[src/rtl/lti_pkg.sv]
package lti_pkg;

    typedef enum logic [1:0] {
        CTX_FREE    = 2'd0,
        CTX_WINDOW  = 2'd1,
        CTX_BLOCKED = 2'd2
    } ctx_state_e;

endpackage

[src/rtl/lti_thread_ctx.sv]
module lti_thread_ctx
    import lti_pkg::*;
#(
    parameter int LA_W = 3
) (
    input  logic            clk,
    input  logic            rst_n,
    input  logic            issue,
    input  logic            is_mem,
    input  logic [LA_W-1:0] la,
    input  logic            done,
    output logic            permit
);

    localparam int LA_MAX   = (1 << LA_W) - 1;
    localparam int MAX_OUTS = LA_MAX + 1;
    localparam int CNT_W    = $clog2(MAX_OUTS + 1);

    ctx_state_e       state_q, state_n;
    logic [LA_W-1:0]  budget_q, budget_n;
    logic [CNT_W-1:0] cnt_q, cnt_n;

    logic             done_eff;
    logic             last_retires;
    logic             old_clear;
    logic             mem_issue;
    logic [LA_W-1:0]  spent;
    logic [LA_W-1:0]  tight;

    always_comb begin
        done_eff     = done && (cnt_q != '0);
        last_retires = done && (cnt_q == CNT_W'(1));
        old_clear    = (cnt_q == '0) || last_retires;
        mem_issue    = issue && is_mem;
        spent        = (budget_q == '0) ? '0 : budget_q - LA_W'(1);
        tight        = (spent < la) ? spent : la;
    end

    always_comb begin
        cnt_n = cnt_q;
        if (mem_issue && !done_eff) begin
            cnt_n = cnt_q + CNT_W'(1);
        end else if (!mem_issue && done_eff) begin
            cnt_n = cnt_q - CNT_W'(1);
        end
    end

    always_comb begin
        state_n  = state_q;
        budget_n = budget_q;
        unique case (state_q)
            CTX_FREE: begin
                if (mem_issue) begin
                    budget_n = la;
                    state_n  = (la == '0) ? CTX_BLOCKED : CTX_WINDOW;
                end
            end
            CTX_WINDOW: begin
                if (mem_issue) begin
                    budget_n = old_clear ? la : tight;
                    state_n  = (budget_n == '0) ? CTX_BLOCKED : CTX_WINDOW;
                end else if (issue) begin
                    if (old_clear) begin
                        budget_n = '0;
                        state_n  = CTX_FREE;
                    end else begin
                        budget_n = spent;
                        state_n  = (spent == '0) ? CTX_BLOCKED : CTX_WINDOW;
                    end
                end else if (last_retires) begin
                    budget_n = '0;
                    state_n  = CTX_FREE;
                end
            end
            CTX_BLOCKED: begin
                if (last_retires) begin
                    budget_n = '0;
                    state_n  = CTX_FREE;
                end
            end
            default: begin
                budget_n = '0;
                state_n  = CTX_FREE;
            end
        endcase
    end

    always_ff @(posedge clk) begin
        if (!rst_n) begin
            state_q  <= CTX_FREE;
            budget_q <= '0;
            cnt_q    <= '0;
        end else begin
            state_q  <= state_n;
            budget_q <= budget_n;
            cnt_q    <= cnt_n;
        end
    end

    always_comb begin
        permit = (state_q != CTX_BLOCKED);
    end

endmodule

[src/rtl/lti_rr_pick.sv]
module lti_rr_pick #(
    parameter int N = 16
) (
    input  logic                 clk,
    input  logic                 rst_n,
    input  logic [N-1:0]         elig,
    output logic                 valid,
    output logic [$clog2(N)-1:0] idx
);

    localparam int IDX_W = $clog2(N);

    logic [IDX_W-1:0] last_q;

    always_comb begin
        valid = 1'b0;
        idx   = '0;
        for (int k = 1; k <= N; k++) begin
            if (!valid && elig[(int'(last_q) + k) % N]) begin
                valid = 1'b1;
                idx   = IDX_W'((int'(last_q) + k) % N);
            end
        end
    end

    always_ff @(posedge clk) begin
        if (!rst_n) begin
            last_q <= IDX_W'(N - 1);
        end else if (valid) begin
            last_q <= idx;
        end
    end

endmodule

[src/rtl/lti_issue_ctrl.sv]
module lti_issue_ctrl #(
    parameter int NUM_THREADS = 16,
    parameter int LA_W        = 3
) (
    input  logic                           clk,
    input  logic                           rst_n,
    input  logic [NUM_THREADS-1:0]         req_i,
    input  logic [NUM_THREADS-1:0]         req_mem_i,
    input  logic [NUM_THREADS*LA_W-1:0]    req_la_i,
    input  logic [NUM_THREADS-1:0]         done_i,
    output logic [NUM_THREADS-1:0]         permit_o,
    output logic                           issue_valid_o,
    output logic [$clog2(NUM_THREADS)-1:0] issue_tid_o
);

    localparam int TID_W = $clog2(NUM_THREADS);

    logic [NUM_THREADS-1:0] elig;
    logic [NUM_THREADS-1:0] issue_vec;
    logic                   pick_valid;
    logic [TID_W-1:0]       pick_idx;

    always_comb begin
        elig = req_i & permit_o;
    end

    lti_rr_pick #(.N(NUM_THREADS)) u_pick (
        .clk   (clk),
        .rst_n (rst_n),
        .elig  (elig),
        .valid (pick_valid),
        .idx   (pick_idx)
    );

    for (genvar t = 0; t < NUM_THREADS; t++) begin : g_ctx
        always_comb begin
            issue_vec[t] = pick_valid && (pick_idx == TID_W'(t));
        end

        lti_thread_ctx #(.LA_W(LA_W)) u_ctx (
            .clk    (clk),
            .rst_n  (rst_n),
            .issue  (issue_vec[t]),
            .is_mem (req_mem_i[t]),
            .la     (req_la_i[t*LA_W +: LA_W]),
            .done   (done_i[t]),
            .permit (permit_o[t])
        );
    end

    always_comb begin
        issue_valid_o = pick_valid;
        issue_tid_o   = pick_idx;
    end

endmodule

[config.mk]
export PLATFORM = sky130hd
export DESIGN_NAME = lti_issue_ctrl
export DESIGN_NICKNAME = d
export VERILOG_FILES = /design/src/rtl/lti_pkg.sv /design/src/rtl/lti_thread_ctx.sv /design/src/rtl/lti_rr_pick.sv /design/src/rtl/lti_issue_ctrl.sv
export SDC_FILE = /design/constraint.sdc
export NUM_CORES = 1
export LEC_CHECK = 0
export BUFFER_PORTS_ARGS = -buffer_cell sky130_fd_sc_hd__buf_2
export CAP_MARGIN = 15
export CELL_PAD_IN_SITES_DETAIL_PLACEMENT = 1
export CELL_PAD_IN_SITES_GLOBAL_PLACEMENT = 2
export CORE_MARGIN = 2
export CORE_UTILIZATION = 34
export DETAILED_ROUTE_END_ITERATION = 7
export HOLD_SLACK_MARGIN = 0.15
export PLACE_DENSITY_LB_ADDON = 0.15
export SYNTH_ARGS = -nofsm -noshare
export SYNTH_HDL_FRONTEND = slang
export SYNTH_HIERARCHICAL = 1
export SYNTH_SLANG_ARGS = --single-unit
[constraint.sdc]
create_clock -name clk -period 6.36 [get_ports clk]
set_input_delay 0.318 -clock clk [delete_from_list [all_inputs] [get_ports clk]]
set_output_delay 0.318 -clock clk [all_outputs]
set_load 0.02 [all_outputs]
==> run_results.csv, run 1 <==
group,metric,value,unit
status,status,"finished clean",
synth,synth-edff-count,0,
placement,hpwl,46200,um
die,dieHeight,233,um
clock_network,clk_pin_slew,0.07,ns
synth,avgSynthCellArea,7.98,um^2
die,core,51500,um^2
synth,ys_ff_latch,148,
drt,wirelength,59800,um
timing,slew_headroom,47.0,%
timing,worst_pin_slew,0.785,ns
die,die-area,54100,um^2
drt,drc_errors,0,
critical_path,critPathBufInv,1,
placement,io_buffers,118,
worst_hold_path,min_path_type,"in2reg",
timing,final-setup-viol-count,0,
critical_path,critPathMaxFanout,12,
timing,period_minus_slack,6.14,ns
critical_path,critPathTopFamily,"simple AND/OR/NAND/NOR gates",
timing,finalMaxSlewViolations,0,
synth,synthCells,2227,
pwr,ir_drop,266,uV
clock_network,clockBufferDepth,2,
synth,ys.flop_type,"dfxtp_1",
drt,via_count,17800,
clock_network,cts_tree,"built",
synth,yosysWarnings,6,
clock_network,htree_levels,4,
die,die_x,233,um
placement,place.gp.congestion,0.897,
critical_path,slowest_stage,"mux4_1",
synth,yosysUniqueCellTypes,83,
timing,skew,0.0214,ns
grt,track_usage,22.1,%
grt,grt_pass1_wl,96800,um
synth,synth-async-reset-ratio,0,%
synth,yosys.area.top_type,"dfxtp_1",
synth,synth_top_area_share,16.7,%
grt,grt_start_max_net_pins,98,
drt,wl_per_cell,19.5,um
clock_network,postCtsSetupBuffers,0,
drt,drt_iter0_drc,990,
synth,syn_area,17800,um^2
critical_path,cp_cell_sequence,"nand2b_1 > and2_1 > mux4_1 > mux2_2 > mux2_4 > or3_4 > or3_1 > or4_1 > a32o_1 > a21o_1 > nand3_1 > nand3_1 > nor2_1 > nand2_1 > inv_1 > ha_1 > or3_1 > a21boi_0",
timing,hold_viol,0,
drt,detail_route.first_pass.iterations,5,
critical_path,crit_type,"reg2reg",
placement,place_ws,0.0636,ns
grt,overflow,0,
clock_network,insertion_delay,0.50,ns
die,start_util,34.5,%
job,drv_cap,0,
timing,setup_ws,0.224,ns
layout,fin_nets,2612,
grt,antenna_found_initial,5,
critical_path,worstPathArrival,6.55,ns
timing,max_freq,0.163,GHz
timing,timing.hold.ws,0.202,ns
drt,drtAntennaViolNets,0,
critical_path,endpoint_kind,"flop",
timing,post-route-period-util,96.5,%
critical_path,cp_slowest_stage_delay,0.60,ns
critical_path,r2r_slack,0.22,ns
timing,rsz0062_at_grt,"true",
pwr,leakagePower,8.25,nW
grt,first_global_vias,18017,
layout,layout_common_cells,"164 x nand2_1, 164 x inv_1, 145 x nor2_1",
pwr,totalPowerFinal,0.0122,W
drt,viasPerCell,5.80,
layout,drive_gt1_share,18.0,%
critical_path,required,6.78,ns
timing,finalSetupTns,0,ns
die,ios,119,
clock_network,cts-root-buf,"clkbuf_16",
synth,synth_area_leaders,"dfxtp_1 17%, ha_1 9.9%, mux4_2 3.7%",
critical_path,start_kind,"flop",
clock_network,cts.sinks,148,
pwr,powerDensity,601,nW/um^2
synth,ys_seq_area_share,16.7,%
clock_network,cts_made_buffers,17,
layout,area_growth,13.8,%
die,rows,83,
synth,synth_nets,2465,
report_power, final:
group / internal [W] / switching (W)
Sequential: 0.00124 / 0.000503
Clock: 0.000688 / 0.000491
Combinational: 0.00371 / 0.00552
final timing paths:
| kind | from | to | depth (start not counted) |
|---|---|---|---|
| setup / recovery | g_ctx[8].u_ctx/state_q[0] | g_ctx[15].u_ctx/cnt_q[2] | 18 |
| hold / removal | req_mem_i[7] | g_ctx[7].u_ctx/state_q[1] | 3 |
| setup reg to reg | g_ctx[8].u_ctx/state_q[0] | g_ctx[15].u_ctx/cnt_q[2] | 18 |
| hold reg to reg | g_ctx[7].u_ctx/cnt_q[2] | g_ctx[7].u_ctx/cnt_q[2] | 2 |
stage by stage:
step	cells	utilization, %	area [um^2]
floorplan	2227	-	17800
detailed placement	3008	37.3	19200
finish	3069	39.3	20200
global placement	3008	37.3	19200
global route	3069	39.3	20200
CTS	3067	39.1	20100
sequential cells by signal, summed over array words and instances, names as in the netlist:
name                  count
g_ctx.u_ctx/cnt_q        64
u_pick/last_q             4
g_ctx.u_ctx/state_q      32
g_ctx.u_ctx/budget_q     48
Yosys cell counts, types with 47 or more instances:
library cell    n
and2_1         64
a22oi_1        47
nor2_1        151
a211oi_1       52
inv_1         164
o21ai_0       102
ha_1          140
nor3_1         67
a21oi_1       127
dfxtp_1       148
nand2_1       164
nand2b_1       68
logic make-up after synthesis:
| group | Yosys count | share of synthesized area [%] |
|---|---|---|
| simple gates | 797 | 25.1 |
| compound gates | 770 | 32.9 |
| buf+inv | 220 | 4.93 |
| flops | 148 | 16.7 |
| fa+ha+maj | 140 | 9.86 |
| mux | 92 | 7.59 |
| xor+xnor | 60 | 2.96 |
what timing repair did:
item | 4_1_cts | 5_1_grt
hold buffers | 27 | 0
resized for setup | 0 | 21
hold endpoints to repair | 27 | 0
setup endpoints to repair | 0 | 52
area by class of cell:
class | count | area [um^2]
clock inverter | 11 | 173
clock buffer | 21 | 470
fill | 6319 | 31300
tap | 680 | 851
sequential | 148 | 2970
multi-input combinational | 1859 | 14000
timing repair buffer | 178 | 1130
inverter | 170 | 638
antenna | 2 | 5.00
per-layer routing:
layer	global-route usage [%]	up-vias	part of all wire [%]
met5	0	-	0.032
met4	6.23	4	2.1
met3	3.79	78	3.7
met2	38.1	337	48
met1	28.2	8752	46
li1	-	8629	-
worst register-to-register path, stage by stage, from the launching register on:
cell and delay, ns:
dfxtp_1 0.42, nand2b_1 0.23, and2_1 0.30, mux4_1 0.60, mux2_2 0.31, mux2_4 0.32, or3_4 0.37, or3_1 0.40
or4_1 0.53, a32o_1 0.29, a21o_1 0.19, nand3_1 0.15, nand3_1 0.24, nor2_1 0.37, nand2_1 0.21, inv_1 0.23
ha_1 0.34, or3_1 0.40, a21boi_0 0.15
Note: power is estimated with default switching activity, not from simulation.
==> run 2: changes to the inputs <==
==> constraint.sdc (replaced) <==
create_clock -name clk -period 5.3 [get_ports clk]
set_input_delay 0.265 -clock clk [delete_from_list [all_inputs] [get_ports clk]]
set_output_delay 0.265 -clock clk [all_outputs]
set_load 0.02 [all_outputs]
==> run 2 against run 1 <==
Via count is 4.2% higher. Die area did not move. Global-route usage grew 0.77 points. Non-clock buffer count up 181. Critical path depth increased by 4. Design area rose by 10%. Worst setup slack got worse by 0.12 ns. Clock-buffer cell count decreased by 2. First-iteration DRC count shrank 14%. Largest cell class unchanged.
==> run_results.csv, run 2 (same netlist as run 1, synthesis figures left out) <==
group,metric,value,unit
status,status,"finished clean",
die,rows,83,
die,die_x,233,um
layout,area_growth,25.3,%
die,dieHeight,233,um
pwr,ir_drop,382,uV
grt,use_met1,29.1,%
drt,drt_iter0_drc,848,
drt,viasPerCell,5.71,
critical_path,critPathMaxFanout,8,
layout,mostFrequentLayoutCell,"buf_4",
clock_network,cts.sinks,148,
timing,setup_ws,0.102,ns
drt,drc_errors,0,
critical_path,worstPathArrival,5.63,ns
critical_path,required,5.73,ns
timing,timing.hold.ws,0.197,ns
layout,fin_nets,2793,
die,die-area,54100,um^2
drt,wl_per_cell,19.2,um
clock_network,clk_pin_slew,0.07,ns
critical_path,endpoint_kind,"flop",
placement,place.gp.congestion,0.889,
layout,fin_cells,3250,
grt,grtUsageMet3,4.45,%
timing,post-route-period-util,98.1,%
timing,max_freq,0.192,GHz
pwr,powerDensity,744,nW/um^2
grt,met2_usage,38.7,%
drt,via_count,18551,
timing,slew_headroom,47.7,%
clock_network,cts-root-buf,"clkbuf_16",
timing,worst_pin_slew,0.775,ns
die,core,51500,um^2
timing,hold_viol,0,
layout,largestRegisters,"g_ctx.u_ctx/cnt_q x64, g_ctx.u_ctx/budget_q x48, g_ctx.u_ctx/state_q x32",
placement,io_buffers,118,
clock_network,insertion_delay,0.49,ns
grt,grt_pass1_wl,100000,um
grt,overflow,0,
critical_path,crit_type,"reg2reg",
timing,final-setup-viol-count,0,
grt,antenna_found_initial,7,
placement,place_ws,-0.107,ns
drt,wirelength,62500,um
grt,first_global_vias,18917,
critical_path,start_kind,"flop",
grt,gr-max-usage-layer,"met2",
layout,utilization,43.2,%
clock_network,htree_levels,4,
pwr,leakagePower,9.30,nW
job,drv_cap,0,
layout,fillers,6280,
die,ios,119,
grt,track_usage,22.9,%
timing,period_minus_slack,5.20,ns
timing,skew,0.0122,ns
layout,drive_gt1_share,28.0,%
layout,layout_common_cells,"194 x buf_4, 159 x inv_1, 155 x nand2_1",
grt,grt_start_max_net_pins,57,
placement,dp_cells,3159,
timing,finalMaxSlewViolations,0,
placement,hpwl,48600,um
clock_network,cts_tree,"built",
layout,largest_register_ffs,64,
drt,detail_route.first_pass.iterations,5,
clock_network,clockBufferDepth,2,
timing,rsz0062_at_grt,"true",
clock_network,cts_made_buffers,17,
worst_hold_path,min_path_type,"in2reg",
die,start_util,34.5,%
drt,drtAntennaViolNets,0,
layout,top_register,"g_ctx.u_ctx/cnt_q",
## run 2: cell types whose count changed in the layout (fill, tap and decap cells not counted), moves of 10 or more
cell | before | now
a21oi_2 | 12 | 25
a21oi_1 | 127 | 114
ha_2 | 0 | 10
and2_4 | 12 | 28
and2_1 | 64 | 48
nand2b_1 | 68 | 52
buf_4 | 31 | 194
ha_1 | 140 | 125
nand2b_4 | 4 | 14
## run 2: per-layer routing
metal | vias to the layer above | wire length [um]
met3 | 97 | 2410
met2 | 320 | 30200
met4 | 10 | 1560
li1 | 9001 | -
met5 | - | 57
met1 | 9123 | 28300
## run 2: layout make-up
type | count | area, um^2 | share of cell area (%)
multi-input combinational | 1859 | 14600 | 65.6
inverter | 170 | 656 | 2.95
antenna | 2 | 5.00 | 0.0225
clock inverter | 13 | 133 | 0.596
clock buffer | 19 | 453 | 2.04
sequential | 148 | 2970 | 13.4
tap | 680 | 851 | 3.82
timing repair buffer | 359 | 2600 | 11.7
## run 2: report_power, final
| part | leakage [nW] | internal (W) | total (W) | switching (W) |
|---|---|---|---|---|
| registers | 1.21 | 0.00149 | 0.00200 | 0.000510 |
| logic | 7.81 | 0.00587 | 0.0133 | 0.00741 |
| clock network | 0.281 | 0.000712 | 0.00127 | 0.000556 |
## run 2: repair_timing
item | CTS | global route
hold endpoints to repair | 33 | 0
pin swaps | 0 | 29
setup endpoints to repair | 21 | 129
resized for setup | 8 | 122
hold buffers | 33 | 0
gates cloned | 0 | 1
buffers inserted | 1 | 23
## run 2: through the flow
step           instance area (um^2)  total power (W)   TNS [ns]
6_report                      22300           0.0166          0
5_1_grt                       22300           0.0180     -0.374
4_1_cts                       21600           0.0158     -0.405
3_5_place_dp                  20600           0.0143     -0.536
3_3_place_gp                  20600           0.0140  -0.000993
2_1_floorplan                 18100           0.0104          0
## run 2: worst paths after layout
| path | start | to | cells past startpoint | slack [ns] |
|---|---|---|---|---|
| worst min register to register | u_pick/last_q[0] | u_pick/last_q[0] | 2 | 0.53 |
| worst max-delay path | u_pick/last_q[0] | g_ctx[4].u_ctx/state_q[0] | 22 | 0.10 |
| worst max register to register | u_pick/last_q[0] | g_ctx[4].u_ctx/state_q[0] | 22 | 0.10 |
| worst min-delay path | req_la_i[19] | g_ctx[6].u_ctx/budget_q[1] | 3 | 0.20 |
## run 2: critical path: stages, from the launching register on
cell and delay (ns):
dfxtp_2 0.35, buf_12 0.15, clkinv_4 0.06, ha_4 0.28
buf_12 0.12, mux4_2 0.40, mux2i_4 0.23, mux2i_4 0.10
or3_4 0.41, or3_4 0.34, or4_4 0.41, a32o_2 0.29
a21o_1 0.20, nand3_4 0.11, nand3b_1 0.23, buf_6 0.22
nor3_4 0.24, buf_4 0.17, inv_1 0.06, a21oi_1 0.14
a21boi_0 0.32, o221ai_2 0.15, a21oi_2 0.14
